--- config.mk ---
export PLATFORM = sky130hd
export DESIGN_NAME = owire_seq_player
export DESIGN_NICKNAME = d
export VERILOG_FILES = /design/src/rtl/owire_pkg.sv /design/src/rtl/owire_seq_buf.sv /design/src/rtl/owire_seq_regs.sv /design/src/rtl/owire_seq_engine.sv /design/src/rtl/owire_pin_mux.sv /design/src/rtl/owire_seq_player.sv
export SDC_FILE = /design/constraint.sdc
export NUM_CORES = 1
export LEC_CHECK = 0
export BUFFER_PORTS_ARGS = -buffer_cell sky130_fd_sc_hd__buf_2
export CAP_MARGIN = 20
export CORE_MARGIN = 3
export CORE_UTILIZATION = 67
export DETAILED_ROUTE_END_ITERATION = 7
export PLACE_DENSITY = 0.93
export SYNTH_ARGS = -nofsm -noshare
export SYNTH_HDL_FRONTEND = slang
export SYNTH_SLANG_ARGS = --single-unit
--- constraint.sdc ---
create_clock -name clk -period 11.7 [get_ports clk]
set_input_delay 1.755 -clock clk [delete_from_list [all_inputs] [get_ports clk]]
set_output_delay 1.755 -clock clk [all_outputs]
set_load 0.02 [all_outputs]
--- src/rtl/owire_pkg.sv ---
package owire_pkg;

    typedef enum logic [2:0] {
        ENG_IDLE = 3'd0,
        ENG_LOW  = 3'd1,
        ENG_GAP  = 3'd2,
        ENG_RLOW = 3'd3,
        ENG_RREC = 3'd4
    } eng_state_e;

    // register word addresses (below the buffer window)
    localparam int REG_CTRL  = 0;
    localparam int REG_STAT  = 1;
    localparam int REG_LEN   = 2;
    localparam int REG_TONE  = 3;
    localparam int REG_TZERO = 4;
    localparam int REG_TGAP  = 5;
    localparam int REG_TRST  = 6;
    localparam int REG_TRREC = 7;

    // control and status bit positions
    localparam int CTRL_GO   = 0;
    localparam int CTRL_LRST = 1;
    localparam int CTRL_ARM  = 2;
    localparam int STAT_DONE = 1;

endpackage

--- src/rtl/owire_seq_buf.sv ---
module owire_seq_buf #(
    parameter int DEPTH = 16,
    parameter int IDX_W = $clog2(DEPTH)
) (
    input  logic             clk,
    input  logic             rst_n,
    input  logic             we_i,
    input  logic [IDX_W-1:0] widx_i,
    input  logic [7:0]       wdata_i,
    input  logic [IDX_W-1:0] ridx_i,
    output logic [7:0]       rdata_o
);

    logic [7:0] ent [DEPTH];

    for (genvar g = 0; g < DEPTH; g++) begin : g_ent
        logic [7:0] ent_d;
        logic [7:0] ent_q;

        always_comb begin
            ent_d = ent_q;
            if (we_i && (widx_i == IDX_W'(g))) begin
                ent_d = wdata_i;
            end
        end

        always_ff @(posedge clk or negedge rst_n) begin
            if (!rst_n) begin
                ent_q <= '0;
            end else begin
                ent_q <= ent_d;
            end
        end

        assign ent[g] = ent_q;
    end

    assign rdata_o = ent[ridx_i];

endmodule

--- src/rtl/owire_seq_regs.sv ---
module owire_seq_regs
    import owire_pkg::*;
#(
    parameter int ADDR_W = 5,
    parameter int DATA_W = 32,
    parameter int TW     = 16,
    parameter int DEPTH  = 16,
    parameter int IDX_W  = $clog2(DEPTH),
    parameter int CNT_W  = IDX_W + 1
) (
    input  logic              clk,
    input  logic              rst_n,
    input  logic              wb_cyc_i,
    input  logic              wb_stb_i,
    input  logic              wb_we_i,
    input  logic [ADDR_W-1:0] wb_adr_i,
    input  logic [DATA_W-1:0] wb_dat_i,
    output logic [DATA_W-1:0] wb_dat_o,
    output logic              wb_ack_o,
    input  logic              busy_i,
    input  logic              dbg_mode_i,
    input  logic [7:0]        rx_i,
    input  logic              done_evt_i,
    output logic              go_o,
    output logic              lrst_o,
    output logic              arm_o,
    output logic [CNT_W-1:0]  len_o,
    output logic [TW-1:0]     t_one_o,
    output logic [TW-1:0]     t_zero_o,
    output logic [TW-1:0]     t_gap_o,
    output logic [TW-1:0]     t_rst_o,
    output logic [TW-1:0]     t_rrec_o,
    output logic              done_o,
    output logic              buf_we_o,
    output logic [IDX_W-1:0]  buf_widx_o,
    output logic [7:0]        buf_wdata_o
);

    localparam int SEL_W = ADDR_W - 1;

    typedef struct packed {
        logic              ack;
        logic [DATA_W-1:0] rdata;
        logic [CNT_W-1:0]  len;
        logic [TW-1:0]     t_one;
        logic [TW-1:0]     t_zero;
        logic [TW-1:0]     t_gap;
        logic [TW-1:0]     t_rst;
        logic [TW-1:0]     t_rrec;
        logic              done;
    } regs_t;

    regs_t r_d, r_q;

    logic             req;
    logic             wr;
    logic             is_buf;
    logic [SEL_W-1:0] sel;
    logic             clr_done;

    always_comb begin
        r_d      = r_q;
        req      = wb_cyc_i && wb_stb_i && !r_q.ack;
        wr       = req && wb_we_i;
        is_buf   = wb_adr_i[ADDR_W-1];
        sel      = wb_adr_i[SEL_W-1:0];
        clr_done = 1'b0;

        go_o   = 1'b0;
        lrst_o = 1'b0;
        arm_o  = 1'b0;

        r_d.ack   = req;
        r_d.rdata = '0;

        if (req && !wb_we_i && !is_buf) begin
            case (sel)
                SEL_W'(REG_STAT):  r_d.rdata = DATA_W'({rx_i, 5'b0, dbg_mode_i, r_q.done, busy_i});
                SEL_W'(REG_LEN):   r_d.rdata = DATA_W'(r_q.len);
                SEL_W'(REG_TONE):  r_d.rdata = DATA_W'(r_q.t_one);
                SEL_W'(REG_TZERO): r_d.rdata = DATA_W'(r_q.t_zero);
                SEL_W'(REG_TGAP):  r_d.rdata = DATA_W'(r_q.t_gap);
                SEL_W'(REG_TRST):  r_d.rdata = DATA_W'(r_q.t_rst);
                SEL_W'(REG_TRREC): r_d.rdata = DATA_W'(r_q.t_rrec);
                default:           r_d.rdata = '0;
            endcase
        end

        if (wr && !is_buf) begin
            case (sel)
                SEL_W'(REG_CTRL): begin
                    go_o   = wb_dat_i[CTRL_GO];
                    lrst_o = wb_dat_i[CTRL_LRST];
                    arm_o  = wb_dat_i[CTRL_ARM];
                end
                SEL_W'(REG_STAT):  clr_done = wb_dat_i[STAT_DONE];
                SEL_W'(REG_LEN): begin
                    if (wb_dat_i > DATA_W'(DEPTH)) begin
                        r_d.len = CNT_W'(DEPTH);
                    end else begin
                        r_d.len = wb_dat_i[CNT_W-1:0];
                    end
                end
                SEL_W'(REG_TONE):  r_d.t_one  = wb_dat_i[TW-1:0];
                SEL_W'(REG_TZERO): r_d.t_zero = wb_dat_i[TW-1:0];
                SEL_W'(REG_TGAP):  r_d.t_gap  = wb_dat_i[TW-1:0];
                SEL_W'(REG_TRST):  r_d.t_rst  = wb_dat_i[TW-1:0];
                SEL_W'(REG_TRREC): r_d.t_rrec = wb_dat_i[TW-1:0];
                default: ;
            endcase
        end

        // a completion in the same cycle as a clear wins
        r_d.done = (r_q.done && !clr_done) || done_evt_i;
    end

    always_ff @(posedge clk or negedge rst_n) begin
        if (!rst_n) begin
            r_q <= '0;
        end else begin
            r_q <= r_d;
        end
    end

    assign wb_dat_o    = r_q.rdata;
    assign wb_ack_o    = r_q.ack;
    assign len_o       = r_q.len;
    assign t_one_o     = r_q.t_one;
    assign t_zero_o    = r_q.t_zero;
    assign t_gap_o     = r_q.t_gap;
    assign t_rst_o     = r_q.t_rst;
    assign t_rrec_o    = r_q.t_rrec;
    assign done_o      = r_q.done;
    assign buf_we_o    = wr && is_buf;
    assign buf_widx_o  = wb_adr_i[IDX_W-1:0];
    assign buf_wdata_o = wb_dat_i[7:0];

endmodule

--- src/rtl/owire_seq_engine.sv ---
module owire_seq_engine
    import owire_pkg::*;
#(
    parameter int TW    = 16,
    parameter int DEPTH = 16,
    parameter int IDX_W = $clog2(DEPTH),
    parameter int CNT_W = IDX_W + 1
) (
    input  logic             clk,
    input  logic             rst_n,
    input  logic             go_i,
    input  logic             lrst_i,
    input  logic             arm_i,
    input  logic [CNT_W-1:0] len_i,
    input  logic [TW-1:0]    t_one_i,
    input  logic [TW-1:0]    t_zero_i,
    input  logic [TW-1:0]    t_gap_i,
    input  logic [TW-1:0]    t_rst_i,
    input  logic [TW-1:0]    t_rrec_i,
    input  logic [7:0]       rd_byte_i,
    input  logic             line_i,
    output logic [IDX_W-1:0] rd_idx_o,
    output logic             drive_low_o,
    output logic             busy_o,
    output logic             done_evt_o,
    output logic             switch_evt_o,
    output logic [7:0]       rx_o
);

    typedef struct packed {
        eng_state_e       st;
        logic [TW-1:0]    cnt;
        logic [IDX_W-1:0] byte_idx;
        logic [2:0]       bit_idx;
        logic             arm;
        logic [7:0]       rx;
    } eng_t;

    eng_t e_d, e_q;

    logic [2:0] nbit;
    logic       last_byte;
    logic       gap_end;
    logic       seq_end;
    logic       rst_end;

    // cycles left after the first one; zero behaves as one
    function automatic logic [TW-1:0] span(input logic [TW-1:0] t);
        return (t == '0) ? '0 : t - TW'(1);
    endfunction

    always_comb begin
        e_d       = e_q;
        nbit      = e_q.bit_idx + 3'd1;
        last_byte = (({1'b0, e_q.byte_idx} + CNT_W'(1)) == len_i);
        gap_end   = (e_q.st == ENG_GAP) && (e_q.cnt == '0);
        seq_end   = gap_end && (e_q.bit_idx == 3'd7) && last_byte;
        rst_end   = (e_q.st == ENG_RREC) && (e_q.cnt == '0);

        case (e_q.st)
            ENG_IDLE: begin
                if (lrst_i) begin
                    e_d.st  = ENG_RLOW;
                    e_d.cnt = span(t_rst_i);
                end else if (go_i && (len_i != '0)) begin
                    e_d.st       = ENG_LOW;
                    e_d.cnt      = span(rd_byte_i[0] ? t_one_i : t_zero_i);
                    e_d.arm      = arm_i;
                    e_d.byte_idx = '0;
                    e_d.bit_idx  = '0;
                end
            end
            ENG_LOW: begin
                if (e_q.cnt == '0) begin
                    e_d.st  = ENG_GAP;
                    e_d.cnt = span(t_gap_i);
                end else begin
                    e_d.cnt = e_q.cnt - TW'(1);
                end
            end
            ENG_GAP: begin
                if (e_q.cnt != '0) begin
                    e_d.cnt = e_q.cnt - TW'(1);
                end else begin
                    e_d.rx = {line_i, e_q.rx[7:1]};
                    if (seq_end) begin
                        e_d.st       = ENG_IDLE;
                        e_d.byte_idx = '0;
                        e_d.bit_idx  = '0;
                    end else begin
                        e_d.st      = ENG_LOW;
                        e_d.bit_idx = nbit;
                        if (e_q.bit_idx == 3'd7) begin
                            e_d.byte_idx = e_q.byte_idx + IDX_W'(1);
                        end
                        e_d.cnt = span(rd_byte_i[nbit] ? t_one_i : t_zero_i);
                    end
                end
            end
            ENG_RLOW: begin
                if (e_q.cnt == '0) begin
                    e_d.st  = ENG_RREC;
                    e_d.cnt = span(t_rrec_i);
                end else begin
                    e_d.cnt = e_q.cnt - TW'(1);
                end
            end
            ENG_RREC: begin
                if (e_q.cnt == '0) begin
                    e_d.st = ENG_IDLE;
                end else begin
                    e_d.cnt = e_q.cnt - TW'(1);
                end
            end
            default: e_d.st = ENG_IDLE;
        endcase
    end

    always_ff @(posedge clk or negedge rst_n) begin
        if (!rst_n) begin
            e_q <= '0;
        end else begin
            e_q <= e_d;
        end
    end

    // the buffer is read ahead so the next bit's width is known in the gap's last cycle
    assign rd_idx_o     = ((e_q.st == ENG_GAP) && (e_q.bit_idx == 3'd7))
                          ? e_q.byte_idx + IDX_W'(1) : e_q.byte_idx;
    assign drive_low_o  = (e_q.st == ENG_LOW) || (e_q.st == ENG_RLOW);
    assign busy_o       = (e_q.st != ENG_IDLE);
    assign done_evt_o   = seq_end || rst_end;
    assign switch_evt_o = seq_end && e_q.arm;
    assign rx_o         = e_q.rx;

endmodule

--- src/rtl/owire_pin_mux.sv ---
module owire_pin_mux (
    input  logic clk,
    input  logic rst_n,
    input  logic switch_evt_i,
    input  logic drive_low_i,
    input  logic pin_id_in,
    input  logic dbg_dio_out,
    input  logic dbg_dio_oe,
    input  logic dbg_clk_out,
    output logic pin_id_out,
    output logic pin_id_oe,
    output logic pin_pwr_out,
    output logic pin_pwr_oe,
    output logic dbg_dio_in,
    output logic line_o,
    output logic dbg_mode_o
);

    logic mode_d, mode_q;

    always_comb begin
        mode_d = mode_q || switch_evt_i;
    end

    always_ff @(posedge clk or negedge rst_n) begin
        if (!rst_n) begin
            mode_q <= 1'b0;
        end else begin
            mode_q <= mode_d;
        end
    end

    always_comb begin
        if (mode_q) begin
            pin_id_out  = dbg_dio_out;
            pin_id_oe   = dbg_dio_oe;
            pin_pwr_out = dbg_clk_out;
            pin_pwr_oe  = 1'b1;
            dbg_dio_in  = pin_id_in;
        end else begin
            pin_id_out  = 1'b0;
            pin_id_oe   = drive_low_i;
            pin_pwr_out = 1'b0;
            pin_pwr_oe  = 1'b0;
            dbg_dio_in  = 1'b1;
        end
    end

    assign line_o     = pin_id_in;
    assign dbg_mode_o = mode_q;

endmodule

--- src/rtl/owire_seq_player.sv ---
module owire_seq_player #(
    parameter int ADDR_W = 5,
    parameter int DATA_W = 32,
    parameter int TW     = 16,
    parameter int DEPTH  = 16
) (
    input  logic              clk,
    input  logic              rst_n,
    input  logic              wb_cyc_i,
    input  logic              wb_stb_i,
    input  logic              wb_we_i,
    input  logic [ADDR_W-1:0] wb_adr_i,
    input  logic [DATA_W-1:0] wb_dat_i,
    output logic [DATA_W-1:0] wb_dat_o,
    output logic              wb_ack_o,
    input  logic              pin_id_in,
    output logic              pin_id_out,
    output logic              pin_id_oe,
    output logic              pin_pwr_out,
    output logic              pin_pwr_oe,
    input  logic              dbg_dio_out,
    input  logic              dbg_dio_oe,
    input  logic              dbg_clk_out,
    output logic              dbg_dio_in
);

    localparam int IDX_W = $clog2(DEPTH);
    localparam int CNT_W = IDX_W + 1;

    logic             go, lrst, arm;
    logic [CNT_W-1:0] len;
    logic [TW-1:0]    t_one, t_zero, t_gap, t_rst, t_rrec;
    logic             done, busy, dbg_mode;
    logic             done_evt, switch_evt, drive_low, line;
    logic [7:0]       rx;
    logic             buf_we;
    logic [IDX_W-1:0] buf_widx, rd_idx;
    logic [7:0]       buf_wdata, rd_byte;

    owire_seq_regs #(
        .ADDR_W(ADDR_W), .DATA_W(DATA_W), .TW(TW),
        .DEPTH(DEPTH), .IDX_W(IDX_W), .CNT_W(CNT_W)
    ) regs_i (
        .clk(clk), .rst_n(rst_n),
        .wb_cyc_i(wb_cyc_i), .wb_stb_i(wb_stb_i), .wb_we_i(wb_we_i),
        .wb_adr_i(wb_adr_i), .wb_dat_i(wb_dat_i),
        .wb_dat_o(wb_dat_o), .wb_ack_o(wb_ack_o),
        .busy_i(busy), .dbg_mode_i(dbg_mode), .rx_i(rx), .done_evt_i(done_evt),
        .go_o(go), .lrst_o(lrst), .arm_o(arm), .len_o(len),
        .t_one_o(t_one), .t_zero_o(t_zero), .t_gap_o(t_gap),
        .t_rst_o(t_rst), .t_rrec_o(t_rrec), .done_o(done),
        .buf_we_o(buf_we), .buf_widx_o(buf_widx), .buf_wdata_o(buf_wdata)
    );

    owire_seq_buf #(.DEPTH(DEPTH), .IDX_W(IDX_W)) buf_i (
        .clk(clk), .rst_n(rst_n),
        .we_i(buf_we), .widx_i(buf_widx), .wdata_i(buf_wdata),
        .ridx_i(rd_idx), .rdata_o(rd_byte)
    );

    owire_seq_engine #(
        .TW(TW), .DEPTH(DEPTH), .IDX_W(IDX_W), .CNT_W(CNT_W)
    ) eng_i (
        .clk(clk), .rst_n(rst_n),
        .go_i(go), .lrst_i(lrst), .arm_i(arm), .len_i(len),
        .t_one_i(t_one), .t_zero_i(t_zero), .t_gap_i(t_gap),
        .t_rst_i(t_rst), .t_rrec_i(t_rrec),
        .rd_byte_i(rd_byte), .line_i(line),
        .rd_idx_o(rd_idx), .drive_low_o(drive_low), .busy_o(busy),
        .done_evt_o(done_evt), .switch_evt_o(switch_evt), .rx_o(rx)
    );

    owire_pin_mux mux_i (
        .clk(clk), .rst_n(rst_n),
        .switch_evt_i(switch_evt), .drive_low_i(drive_low),
        .pin_id_in(pin_id_in),
        .dbg_dio_out(dbg_dio_out), .dbg_dio_oe(dbg_dio_oe), .dbg_clk_out(dbg_clk_out),
        .pin_id_out(pin_id_out), .pin_id_oe(pin_id_oe),
        .pin_pwr_out(pin_pwr_out), .pin_pwr_oe(pin_pwr_oe),
        .dbg_dio_in(dbg_dio_in), .line_o(line), .dbg_mode_o(dbg_mode)
    );

endmodule

==> results.sh <==
export IMPL_status="finished with violations"
export IMPL_violations="design-rule violations"
export IMPL_leakagePower_nw=7.67
export IMPL_pwr_share_seq=0.405
export IMPL_remaining_drc_errors=12
export IMPL_via_count=14700
export IMPL_dpl_worst_slack_ns=5.01
export IMPL_cp_slowest_cell="o41ai_1"
export IMPL_critPathMaxStageDelay_ns=0.88
export IMPL_synth_edff_count=0
export IMPL_layout_setup_ws_ns=4.50
export IMPL_report_final_hold_viol_count=0
export IMPL_holdBufCountCts=0
export IMPL_synth_cell_types=85
export IMPL_final_common_cell="dfrtp_1"
export IMPL_ys_warnings_count=0
export IMPL_crit_path_end_kind="flip-flop"
export IMPL_synth_top_area_cell="dfrtp_1"
export IMPL_ant_nets=0
export IMPL_wl_per_cell_um=28.8
export IMPL_critical_path_top_delay_family="compound AO/OA/AOI/OAI gates"
export IMPL_grt_pass1_wl_mm=85.3
export IMPL_drv_cap=0
export IMPL_numCtsBuffers=29
export IMPL_cp_common_cell="nor3_1"
export IMPL_core_um2=23700
export IMPL_synthMuxAreaShare=0.199
export IMPL_start_util=0.689
export IMPL_rows=56
export IMPL_power_switching_mw=0.983
export IMPL_grt_util_all_layers=0.418
export IMPL_synthAdderAreaFrac=0.00920
export IMPL_min_period_ns=7.20
export IMPL_synth_top_family_by_area="multiplexers"
export IMPL_cp_max_fo=60
export IMPL_finalSetupTns_ns=0
export IMPL_wirelength_mm=56.2
export IMPL_synth_async_reset_ratio=1.00
export IMPL_dpl_cell_area_um2=16700
export IMPL_cp_start_kind="flip-flop"
export IMPL_p_int_mw=1.86
export IMPL_timing_final_crit_share=0.615
export IMPL_clock_sinks=267
export IMPL_setup_worst_path_class="flip-flop to flip-flop"
export IMPL_layout_drive_gt1_share=0.247
export IMPL_synth_compound_area_frac=0.158
export IMPL_area_delta_synth_final_pct=8.90
export IMPL_clock_fmax_mhz=139
export IMPL_htreeDepth=1
export IMPL_min_delay_start="eng_i.e_q[8]"
export IMPL_yosysSeqAreaShare=0.410
export IMPL_synth_simple_area_share=0.136
export IMPL_nNetsFinal=1669
export IMPL_die_h_um=162
export IMPL_synth_seq_cells=267
export IMPL_ys_top_cells_by_area="dfrtp_1, mux2_2, mux2i_1"
export IMPL_drt_iter0_drc=2915
export IMPL_routabilityCongestion=1.05
export IMPL_grt_overflow_total=0
export IMPL_io_pins=84
export IMPL_worst_slew_pin_slew_ns=1.23
export IMPL_viasPerCell=7.52
export IMPL_synth_area_um2=16300
export IMPL_synthFlopType="dfrtp_1"
export IMPL_p_comb_frac=0.245
export IMPL_fin_util=0.750
export IMPL_relSlewSlack=0.178
export IMPL_die_x_um=162
export IMPL_synth_xor_area_share=0.0467
export IMPL_grt_pass1_vias=14400
export IMPL_antenna_found_initial=0
export IMPL_fin_skew_ns=0.0146
export IMPL_dpl_hpwl_mm=36.5
export IMPL_p_per_area_nw_per_um2=160
export IMPL_yosys_area_top_type_share=0.410
export IMPL_regToRegStartpoint="eng_i.e_q[12]"
export IMPL_clock_latency_ns=0.58
export IMPL_setup_viol=0
export IMPL_antenna_cells=0
export IMPL_cts_tree="built"
export IMPL_synthCells=1604
export IMPL_cp_num_buf_inv=2
export IMPL_cts_setup_buffers=0
export IMPL_die_area_um2=26300
export IMPL_place_port_buffers=67
export IMPL_switching_share=0.345
export IMPL_crit_arrival_ns=7.66
export IMPL_drv_slew=0
export IMPL_cts_root_buffer="clkbuf_16"
export IMPL_final_cell_mix="dfrtp_1, mux2_2, nor2_1"
export IMPL_grt_max_degree=163
export IMPL_hold_path_class="flip-flop to flip-flop"
export IMPL_clk_pin_slew_ns=0.08
export IMPL_rsz0062_at_grt="false"
export IMPL_cts_max_path_buffers=3
export IMPL_clock_power_share=0.351
export IMPL_ctsResizeCount=0
export IMPL_required_ns=12.16
export IMPL_design_area_um2=17800
export IMPL_ir_drop_v=0.000148
export IMPL_startpoint="eng_i.e_q[12]"
export IMPL_avgSynthCellArea_um2=10.2
export IMPL_worstPathCellList="buf_4 -> inv_1 -> nand4b_1 -> o22ai_1 -> nor3_1 -> nor3_1 -> nor4_1 -> o221ai_2 -> o21ai_0 -> and2_1 -> ha_1 -> nand2_1 -> o41ai_1 -> o311ai_0 -> a31o_2"
export IMPL_first_pass_iters=8
==> synth_stat cells, types with 4 or more instances <==
cell        n
o221ai_1   18
or4_1      14
and2_1      7
o22ai_1    44
a222oi_1    6
o31ai_1     9
a22oi_1    51
or3_1      12
xor2_1     32
a21oi_1    64
a31oi_1    19
nor4_1     25
nand2b_1   17
mux2i_1    63
inv_1      17
nand2_1    93
a32oi_1     4
xnor2_1    55
buf_4      22
o211ai_1   10
dfrtp_1   267
a211oi_1   10
o21ai_0    65
a21o_1      5
nor3_1     64
buf_2      22
nor2b_1    14
clkbuf_1   75
ha_1       12
a221oi_1    7
nand3b_1   11
nand3_1    26
and3_1      9
nor2_1    102
a22o_1      7
mux2_2    229
nor3b_1    15
==> layout make-up <==
| cell class | count | area [µm²] |
|---|---|---|
| clock buffer | 39 | 853 |
| fill | 1505 | 5920 |
| tap | 319 | 399 |
| inverter | 17 | 63.8 |
| timing repair buffer | 85 | 505 |
| multi-input combinational | 1211 | 9080 |
| sequential | 267 | 6690 |
| clock inverter | 14 | 180 |
==> metal layers <==
layer / vias up / routed length (µm) / global-route usage
met2: 1348 / 23700 / 0.602
li1: 5992 / - / -
met5: - / 0 / 0
met4: 0 / 2400 / 0.132
met1: 7056 / 20900 / 0.589
met3: 285 / 9210 / 0.162
==> path summary, 6_finish.rpt <==
check | end | slack [ns] | cells after the start
setup / recovery | eng_i.e_q[25] | 4.50 | 15
hold / removal | mux_i.dbg_mode_o | 0.51 | 1
setup reg to reg | eng_i.e_q[25] | 4.50 | 15
hold reg to reg | mux_i.dbg_mode_o | 0.51 | 1
max in group asynchronous | buf_i.g_ent[2].ent_q[0] | 9.16 | 2
min in group asynchronous | eng_i.e_q[30] | 1.19 | 1
==> through the flow <==
stage               hold WS [ns]  power, mW  std cells
finish                     0.508       2.85       1952
CTS                        0.503       2.80       1948
global route               0.510       2.94       1952
global placement           0.464       1.80       1895
detailed placement         0.476       1.81       1895
floorplan                  0.446       1.59       1619
==> power by group through the flow <==
| stage | Sequential (mW) | Clock (mW) | Combinational, mW |
|---|---|---|---|
| after detailed placement | 1.15 | 0 | 0.660 |
| after global routing | 1.16 | 1.03 | 0.745 |
| after CTS | 1.14 | 0.991 | 0.670 |
| after floorplan | 1.10 | 0 | 0.497 |
| after global placement | 1.15 | 0 | 0.651 |
| final | 1.15 | 0.999 | 0.696 |
==> state kept, by name, indices dropped and copies added, names as in the netlist <==
| signal | flops |
|---|---|
| buf_i.g_ent.ent_q | 128 |
| eng_i.e_q | 27 |
| regs_i.t_gap_o | 16 |
| regs_i.t_one_o | 16 |
| regs_i.t_rrec_o | 16 |
| regs_i.t_rst_o | 16 |
| regs_i.t_zero_o | 16 |
| regs_i.wb_dat_o | 16 |
| eng_i.rx_o | 8 |
| regs_i.len_o | 5 |
| mux_i.dbg_mode_o | 1 |
| regs_i.done_o | 1 |
| regs_i.wb_ack_o | 1 |
==> logic make-up after synthesis <==
kind of cell | after synthesis
buffers and inverters | 141
other | 1
multiplexers | 294
adder cells (fa/ha/maj) | 12
AO/OA/AOI/OAI | 370
XOR/XNOR | 87
flip-flops | 267
AND/OR/NAND/NOR | 432
Power figures use the tool's default switching activity.
